--- src/rtl/goertzel_pkg.sv ---
package goertzel_pkg;

  // register addresses
  localparam int ADDR_CTRL  = 0;
  localparam int ADDR_CFG   = 1;
  localparam int ADDR_COEFF = 2;
  localparam int ADDR_DEBUG = 3;
  localparam int ADDR_ZBASE = 4;

  // control to datapath strobes
  typedef struct packed {
    logic clearState;
    logic stepState;
  } dpStrobe_t;

endpackage

--- src/rtl/goertzel_ctrl.sv ---
module goertzel_ctrl
  import goertzel_pkg::*;
#(
  parameter int ADDR_W   = 4,
  parameter int DATA_W   = 32,
  parameter int SAMPLE_W = 16,
  parameter int COEFF_W  = 16,
  parameter int LEN_W    = 16,
  parameter int DEC_W    = 8
) (
  input  logic                clk,
  input  logic                rstN,
  input  logic                regWrEn,
  input  logic [ADDR_W-1:0]   regAddr,
  input  logic [DATA_W-1:0]   regWrData,
  input  logic                validA,
  input  logic                validB,
  output dpStrobe_t           strobe,
  output logic                busy,
  output logic                done,
  output logic [LEN_W-1:0]    progLen,
  output logic [DEC_W-1:0]    progDec,
  output logic [1:0]          progSel,
  output logic [COEFF_W-1:0]  progCoeff,
  output logic [SAMPLE_W-1:0] progDebug,
  output logic [1:0]          actSel,
  output logic [COEFF_W-1:0]  actCoeff,
  output logic [SAMPLE_W-1:0] actDebug
);

  localparam int DEC_LSB = LEN_W;
  localparam int SEL_LSB = LEN_W + DEC_W;

  logic [LEN_W-1:0] actLen, sampleCnt;
  logic [DEC_W-1:0] actDec, decCnt;
  logic             startReq, cfgWrOk, selValid, takeSample, lastSample;
  logic             unusedWr;

  assign unusedWr   = ^regWrData;
  assign startReq   = regWrEn && (regAddr == ADDR_W'(ADDR_CTRL)) && regWrData[0] && !busy;
  assign cfgWrOk    = regWrEn && !busy;
  assign selValid   = actSel[0] ? validB : validA;
  assign takeSample = busy && selValid && (decCnt == '0);
  assign lastSample = takeSample && (sampleCnt == actLen - LEN_W'(1));

  assign strobe.clearState = startReq;
  assign strobe.stepState  = takeSample;

  // programmed settings, writable only while idle
  always_ff @(posedge clk or negedge rstN) begin
    if (!rstN) begin
      progLen   <= '0;
      progDec   <= '0;
      progSel   <= '0;
      progCoeff <= '0;
      progDebug <= '0;
    end else if (cfgWrOk) begin
      if (regAddr == ADDR_W'(ADDR_CFG)) begin
        progLen <= regWrData[LEN_W-1:0];
        progDec <= regWrData[DEC_LSB +: DEC_W];
        progSel <= regWrData[SEL_LSB +: 2];
      end
      if (regAddr == ADDR_W'(ADDR_COEFF)) progCoeff <= regWrData[COEFF_W-1:0];
      if (regAddr == ADDR_W'(ADDR_DEBUG)) progDebug <= regWrData[SAMPLE_W-1:0];
    end
  end

  // window sequencing
  always_ff @(posedge clk or negedge rstN) begin
    if (!rstN) begin
      busy      <= 1'b0;
      done      <= 1'b0;
      actLen    <= '0;
      actDec    <= '0;
      actSel    <= '0;
      actCoeff  <= '0;
      actDebug  <= '0;
      sampleCnt <= '0;
      decCnt    <= '0;
    end else if (startReq) begin
      busy      <= 1'b1;
      done      <= 1'b0;
      actLen    <= (progLen == '0) ? LEN_W'(1) : progLen;
      actDec    <= (progDec == '0) ? DEC_W'(1) : progDec;
      actSel    <= progSel;
      actCoeff  <= progCoeff;
      actDebug  <= progDebug;
      sampleCnt <= '0;
      decCnt    <= '0;
    end else if (busy && selValid) begin
      decCnt <= (decCnt == actDec - DEC_W'(1)) ? '0 : decCnt + DEC_W'(1);
      if (lastSample) begin
        busy <= 1'b0;
        done <= 1'b1;
      end else if (takeSample) begin
        sampleCnt <= sampleCnt + LEN_W'(1);
      end
    end
  end

endmodule

--- src/rtl/goertzel_datapath.sv ---
module goertzel_datapath
  import goertzel_pkg::*;
#(
  parameter int SAMPLE_W   = 16,
  parameter int COEFF_W    = 16,
  parameter int COEFF_FRAC = 14,
  parameter int STATE_W    = 48
) (
  input  logic                       clk,
  input  logic                       rstN,
  input  dpStrobe_t                  strobe,
  input  logic [1:0]                 actSel,
  input  logic signed [COEFF_W-1:0]  actCoeff,
  input  logic signed [SAMPLE_W-1:0] actDebug,
  input  logic signed [SAMPLE_W-1:0] sampleAData,
  input  logic signed [SAMPLE_W-1:0] sampleBData,
  output logic signed [SAMPLE_W-1:0] sampleSel,
  output logic signed [STATE_W-1:0]  z0,
  output logic signed [STATE_W-1:0]  z1,
  output logic signed [STATE_W-1:0]  z2
);

  localparam int PROD_W = STATE_W + COEFF_W;

  logic signed [PROD_W-1:0]  coeffWide, z1Wide, prodWide;
  logic signed [STATE_W-1:0] sampleWide, feedback, z0Next;
  logic                      unusedProd;

  always_comb begin
    if (actSel[1])      sampleSel = actDebug;
    else if (actSel[0]) sampleSel = sampleBData;
    else                sampleSel = sampleAData;
  end

  assign coeffWide  = PROD_W'(actCoeff);
  assign z1Wide     = PROD_W'(z1);
  assign prodWide   = coeffWide * z1Wide;
  assign feedback   = prodWide[COEFF_FRAC +: STATE_W];
  assign unusedProd = ^prodWide;
  assign sampleWide = STATE_W'(sampleSel);
  assign z0Next     = sampleWide + feedback - z2;

  always_ff @(posedge clk or negedge rstN) begin
    if (!rstN) begin
      z0 <= '0;
      z1 <= '0;
      z2 <= '0;
    end else if (strobe.clearState) begin
      z0 <= '0;
      z1 <= '0;
      z2 <= '0;
    end else if (strobe.stepState) begin
      z0 <= z0Next;
      z1 <= z0Next;
      z2 <= z1;
    end
  end

endmodule

--- src/rtl/goertzel_engine.sv ---
module goertzel_engine
  import goertzel_pkg::*;
#(
  parameter int ADDR_W     = 4,
  parameter int DATA_W     = 32,
  parameter int SAMPLE_W   = 16,
  parameter int COEFF_W    = 16,
  parameter int COEFF_FRAC = 14,
  parameter int STATE_W    = 48,
  parameter int LEN_W      = 16,
  parameter int DEC_W      = 8
) (
  input  logic                clk,
  input  logic                rstN,
  input  logic                regWrEn,
  input  logic [ADDR_W-1:0]   regAddr,
  input  logic [DATA_W-1:0]   regWrData,
  input  logic [ADDR_W-1:0]   regRdAddr,
  output logic [DATA_W-1:0]   regRdData,
  input  logic [SAMPLE_W-1:0] sampleAData,
  input  logic                sampleAValid,
  input  logic [SAMPLE_W-1:0] sampleBData,
  input  logic                sampleBValid,
  output logic                busy,
  output logic                done
);

  localparam int NUM_STATE = 3;
  localparam int RES_WORDS = 2 * NUM_STATE;

  dpStrobe_t                  dpStrobe;
  logic                       clearStb, stepStb;
  logic [LEN_W-1:0]           progLen;
  logic [DEC_W-1:0]           progDec;
  logic [1:0]                 progSel, actSel;
  logic [COEFF_W-1:0]         progCoeff, actCoeff;
  logic [SAMPLE_W-1:0]        progDebug, actDebug;
  logic signed [SAMPLE_W-1:0] sampleSel;
  logic signed [STATE_W-1:0]  z0, z1, z2;
  logic signed [STATE_W-1:0]  zState [NUM_STATE];
  logic [DATA_W-1:0]          resWord [RES_WORDS];

  assign clearStb = dpStrobe.clearState;
  assign stepStb  = dpStrobe.stepState;

  goertzel_ctrl #(
    .ADDR_W(ADDR_W), .DATA_W(DATA_W), .SAMPLE_W(SAMPLE_W),
    .COEFF_W(COEFF_W), .LEN_W(LEN_W), .DEC_W(DEC_W)
  ) uCtrl (
    .clk(clk), .rstN(rstN), .regWrEn(regWrEn), .regAddr(regAddr),
    .regWrData(regWrData), .validA(sampleAValid), .validB(sampleBValid),
    .strobe(dpStrobe), .busy(busy), .done(done),
    .progLen(progLen), .progDec(progDec), .progSel(progSel),
    .progCoeff(progCoeff), .progDebug(progDebug),
    .actSel(actSel), .actCoeff(actCoeff), .actDebug(actDebug)
  );

  goertzel_datapath #(
    .SAMPLE_W(SAMPLE_W), .COEFF_W(COEFF_W),
    .COEFF_FRAC(COEFF_FRAC), .STATE_W(STATE_W)
  ) uDp (
    .clk(clk), .rstN(rstN), .strobe(dpStrobe), .actSel(actSel),
    .actCoeff(actCoeff), .actDebug(actDebug),
    .sampleAData(sampleAData), .sampleBData(sampleBData),
    .sampleSel(sampleSel), .z0(z0), .z1(z1), .z2(z2)
  );

  assign zState[0] = z0;
  assign zState[1] = z1;
  assign zState[2] = z2;

  // each state word split into a low word and a sign-extended high word
  for (genvar g = 0; g < NUM_STATE; g++) begin : gResult
    assign resWord[2*g]   = zState[g][DATA_W-1:0];
    assign resWord[2*g+1] = DATA_W'(zState[g] >>> DATA_W);
  end

  always_comb begin
    regRdData = '0;
    if (regRdAddr == ADDR_W'(ADDR_CTRL))  regRdData = DATA_W'({done, busy});
    if (regRdAddr == ADDR_W'(ADDR_CFG))   regRdData = DATA_W'({progSel, progDec, progLen});
    if (regRdAddr == ADDR_W'(ADDR_COEFF)) regRdData = DATA_W'($signed(progCoeff));
    if (regRdAddr == ADDR_W'(ADDR_DEBUG)) regRdData = DATA_W'($signed(progDebug));
    for (int i = 0; i < RES_WORDS; i++) begin
      if (regRdAddr == ADDR_W'(ADDR_ZBASE + i)) regRdData = resWord[i];
    end
  end

endmodule

--- config.mk ---
export PLATFORM = sky130hd
export DESIGN_NAME = goertzel_engine
export DESIGN_NICKNAME = d
export VERILOG_FILES = /design/src/rtl/goertzel_pkg.sv /design/src/rtl/goertzel_ctrl.sv /design/src/rtl/goertzel_datapath.sv /design/src/rtl/goertzel_engine.sv
export SDC_FILE = /design/constraint.sdc
export NUM_CORES = 2
export LEC_CHECK = 0
export BUFFER_PORTS_ARGS = -buffer_cell sky130_fd_sc_hd__clkbuf_2
export CORE_MARGIN = 3
export CORE_UTILIZATION = 51
export CTS_CLUSTER_DIAMETER = 60
export DETAILED_ROUTE_END_ITERATION = 10
export GPL_ROUTABILITY_DRIVEN = 0
export PLACE_DENSITY_LB_ADDON = 0.3
export SLEW_MARGIN = 20
export SYNTH_ARGS = -nofsm -noshare
export SYNTH_HDL_FRONTEND = slang
export SYNTH_HIERARCHICAL = 1
export SYNTH_SLANG_ARGS = --single-unit
--- constraint.sdc ---
create_clock -name clk -period 16.2 [get_ports clk]
set_input_delay 2.43 -clock clk [delete_from_list [all_inputs] [get_ports clk]]
set_output_delay 2.43 -clock clk [all_outputs]
set_load 0.05 [all_outputs]
==> results.toml <==
[run_status]
status = "completed"

[routing]
vias = 31700
vias_per_cell = 5.62
drc = 0
ant_nets = 0
routed_wl_mm = 113
drt-initial-drc-count = 2411
first_pass_iters = 6
wire_per_inst_um = 20.1

[yosys]
syn_inst = 4658
yosysWarnings = 6
netlist_area_um2 = 41700
synth_area_per_cell_um2 = 8.95
syn_nets = 5670

[worst_setup_path]
critPathMaxStageDelay_ns = 0.69
worst-path-stages = 36
cp_num_buf_inv = 6
crit-reg2reg-capture = "uDp/z1[47]$_DFFE_PN0P_"
worst_path_dominant_cell_family = "adder cells"
cp-start-kind = "register"
required_ns = 16.71
cpMaxStageDelayCell = "dfrtp_1"
rrSetupSlack_ns = 5.32
startpoint = "uCtrl/actCoeff[6]$_DFFE_PN0P_"
r2r_start = "uCtrl/actCoeff[6]$_DFFE_PN0P_"
setup.worst_path.end_class = "register"
worstPathMaxFanout = 40
crit_type = "register to register"
cpMostUsedCell = "fa_1"
crit_arrival_ns = 11.39
rr_worst_depth = 36

[timing]
rsz0062_at_grt = "false"
finalMaxSlewViolations = 0
max_freq_mhz = 91.9
worst-slew-pin-transition_ns = 1.05
hold_viol = 0
final-setup-viol-count = 0
fin_setup_tns_ns = 0
min_period_ns = 10.88
period_share = 0.672
skew_ns = 0.0239
slew_headroom = 0.287

[placement]
dp_hpwl_mm = 86.4
port_buffers = 104

[cells_and_area]
ff_latch_area_um2 = 5960
nFillCells = 7394
multiInputGateArea_um2 = 30900
area_growth_pct = 4.40
final_cell_mix = "901 x inv_1, 742 x fa_1, 727 x nand2_1, 266 x and2_1, 231 x dfrtp_1"
drive_gt1_frac = 0.0777
num-nets-final = 5564
final_common_cell = "inv_1"

[clock_network]
ctsResizeCount = 0
hold_buffers = 0
insertion_delay_ns = 0.57
cts_inserted_buffers = 27
htree_num_levels = 1
clk_pin_slew_ns = 0.07
cts_tree = "yes"
clock_path_buffers = 3
cts_setup_buffers = 0
clock-sinks = 238
root_buffer = "clkbuf_16"

[floorplan]
coreArea_um2 = 80800
rows = 104
dieArea_um2 = 85200
num_io_pins = 111
chipHeight_um = 292
start_util = 0.516
die_w_um = 292

[min_path]
min_from = "uCtrl/actDebug[1]$_DFFE_PN0P_"
worstHoldPathCells = 2
min_to = "uCtrl/actDebug[1]$_DFFE_PN0P_"
hold_class = "register to register"

[global_routing]
overflow = 0
grt_pass1_vias = 33000
grt_antenna_before_repair = 4
grt_max_degree = 118
grt_pass1_wl_mm = 184
grtUsageTotal = 0.272

[flow_run]
maxCapViolCount = 0
sequential cells by signal, indices dropped and copies added (netlist names), 8 cells and up:
signal           cells
uCtrl/progDebug     16
uCtrl/progLen       16
uDp/z1              48
uCtrl/actDec         8
uCtrl/progDec        8
uDp/z2              48
uCtrl/actDebug      16
uCtrl/progCoeff     16
uCtrl/sampleCnt     16
uCtrl/decCnt         8
uCtrl/actLen        16
uCtrl/actCoeff      16
routing by layer:
metal | track usage | up-vias | wire, µm
met5 | 0 | - | 34
met4 | 0.0746 | 4 | 3590
met3 | 0.0348 | 213 | 7330
met2 | 0.451 | 1026 | 54100
met1 | 0.378 | 16400 | 48200
li1 | - | 14100 | -
how the worst max path moves through the flow:
stage	to	slack (ns)
floorplan	uDp/z1[47]$_DFFE_PN0P_	7.21
global placement	uDp/z1[47]$_DFFE_PN0P_	5.51
detailed placement	uDp/z1[47]$_DFFE_PN0P_	5.45
CTS	uDp/z1[47]$_DFFE_PN0P_	5.36
global route	uDp/z1[47]$_DFFE_PN0P_	4.79
finish	uDp/z1[47]$_DFFE_PN0P_	5.32
area by class of cell:
class | count | share of cell area
Antenna cell | 2 | 0.000115
Clock buffer | 34 | 0.0168
Clock inverter | 14 | 0.00463
Inverter | 903 | 0.0781
Multi-Input combinational cell | 3214 | 0.710
Sequential cell | 238 | 0.137
Tap cell | 1060 | 0.0305
Timing Repair Buffer | 168 | 0.0232
worst reg2reg max path: cells and delay by family, from the launching register on:
kind | cells | cell delay, ns
xor gates and xnor gates | 3 | 0.58
AOI/OAI and AO/OA | 14 | 3.56
buffers and inverters | 6 | 0.91
and+or+nand+nor | 4 | 0.99
adders and majority gates | 9 | 4.13
DFF | 1 | 0.69
metrics by stage:
step | worst slack (ns) | utilization | hold WS [ns] | area (µm²) | instances
5_1_grt | 4.79 | 0.539 | 0.514 | 43500 | 5631
3_3_place_gp | 5.51 | 0.527 | 0.459 | 42600 | 5583
3_5_place_dp | 5.45 | 0.527 | 0.464 | 42600 | 5583
4_1_cts | 5.36 | 0.539 | 0.479 | 43500 | 5631
6_report | 5.32 | 0.539 | 0.478 | 43500 | 5633
2_1_floorplan | 7.21 | - | 0.446 | 41700 | 4658
Power is not shown: default switching activity piles up to over one toggle a cycle in this logic, so the estimate is an artifact.
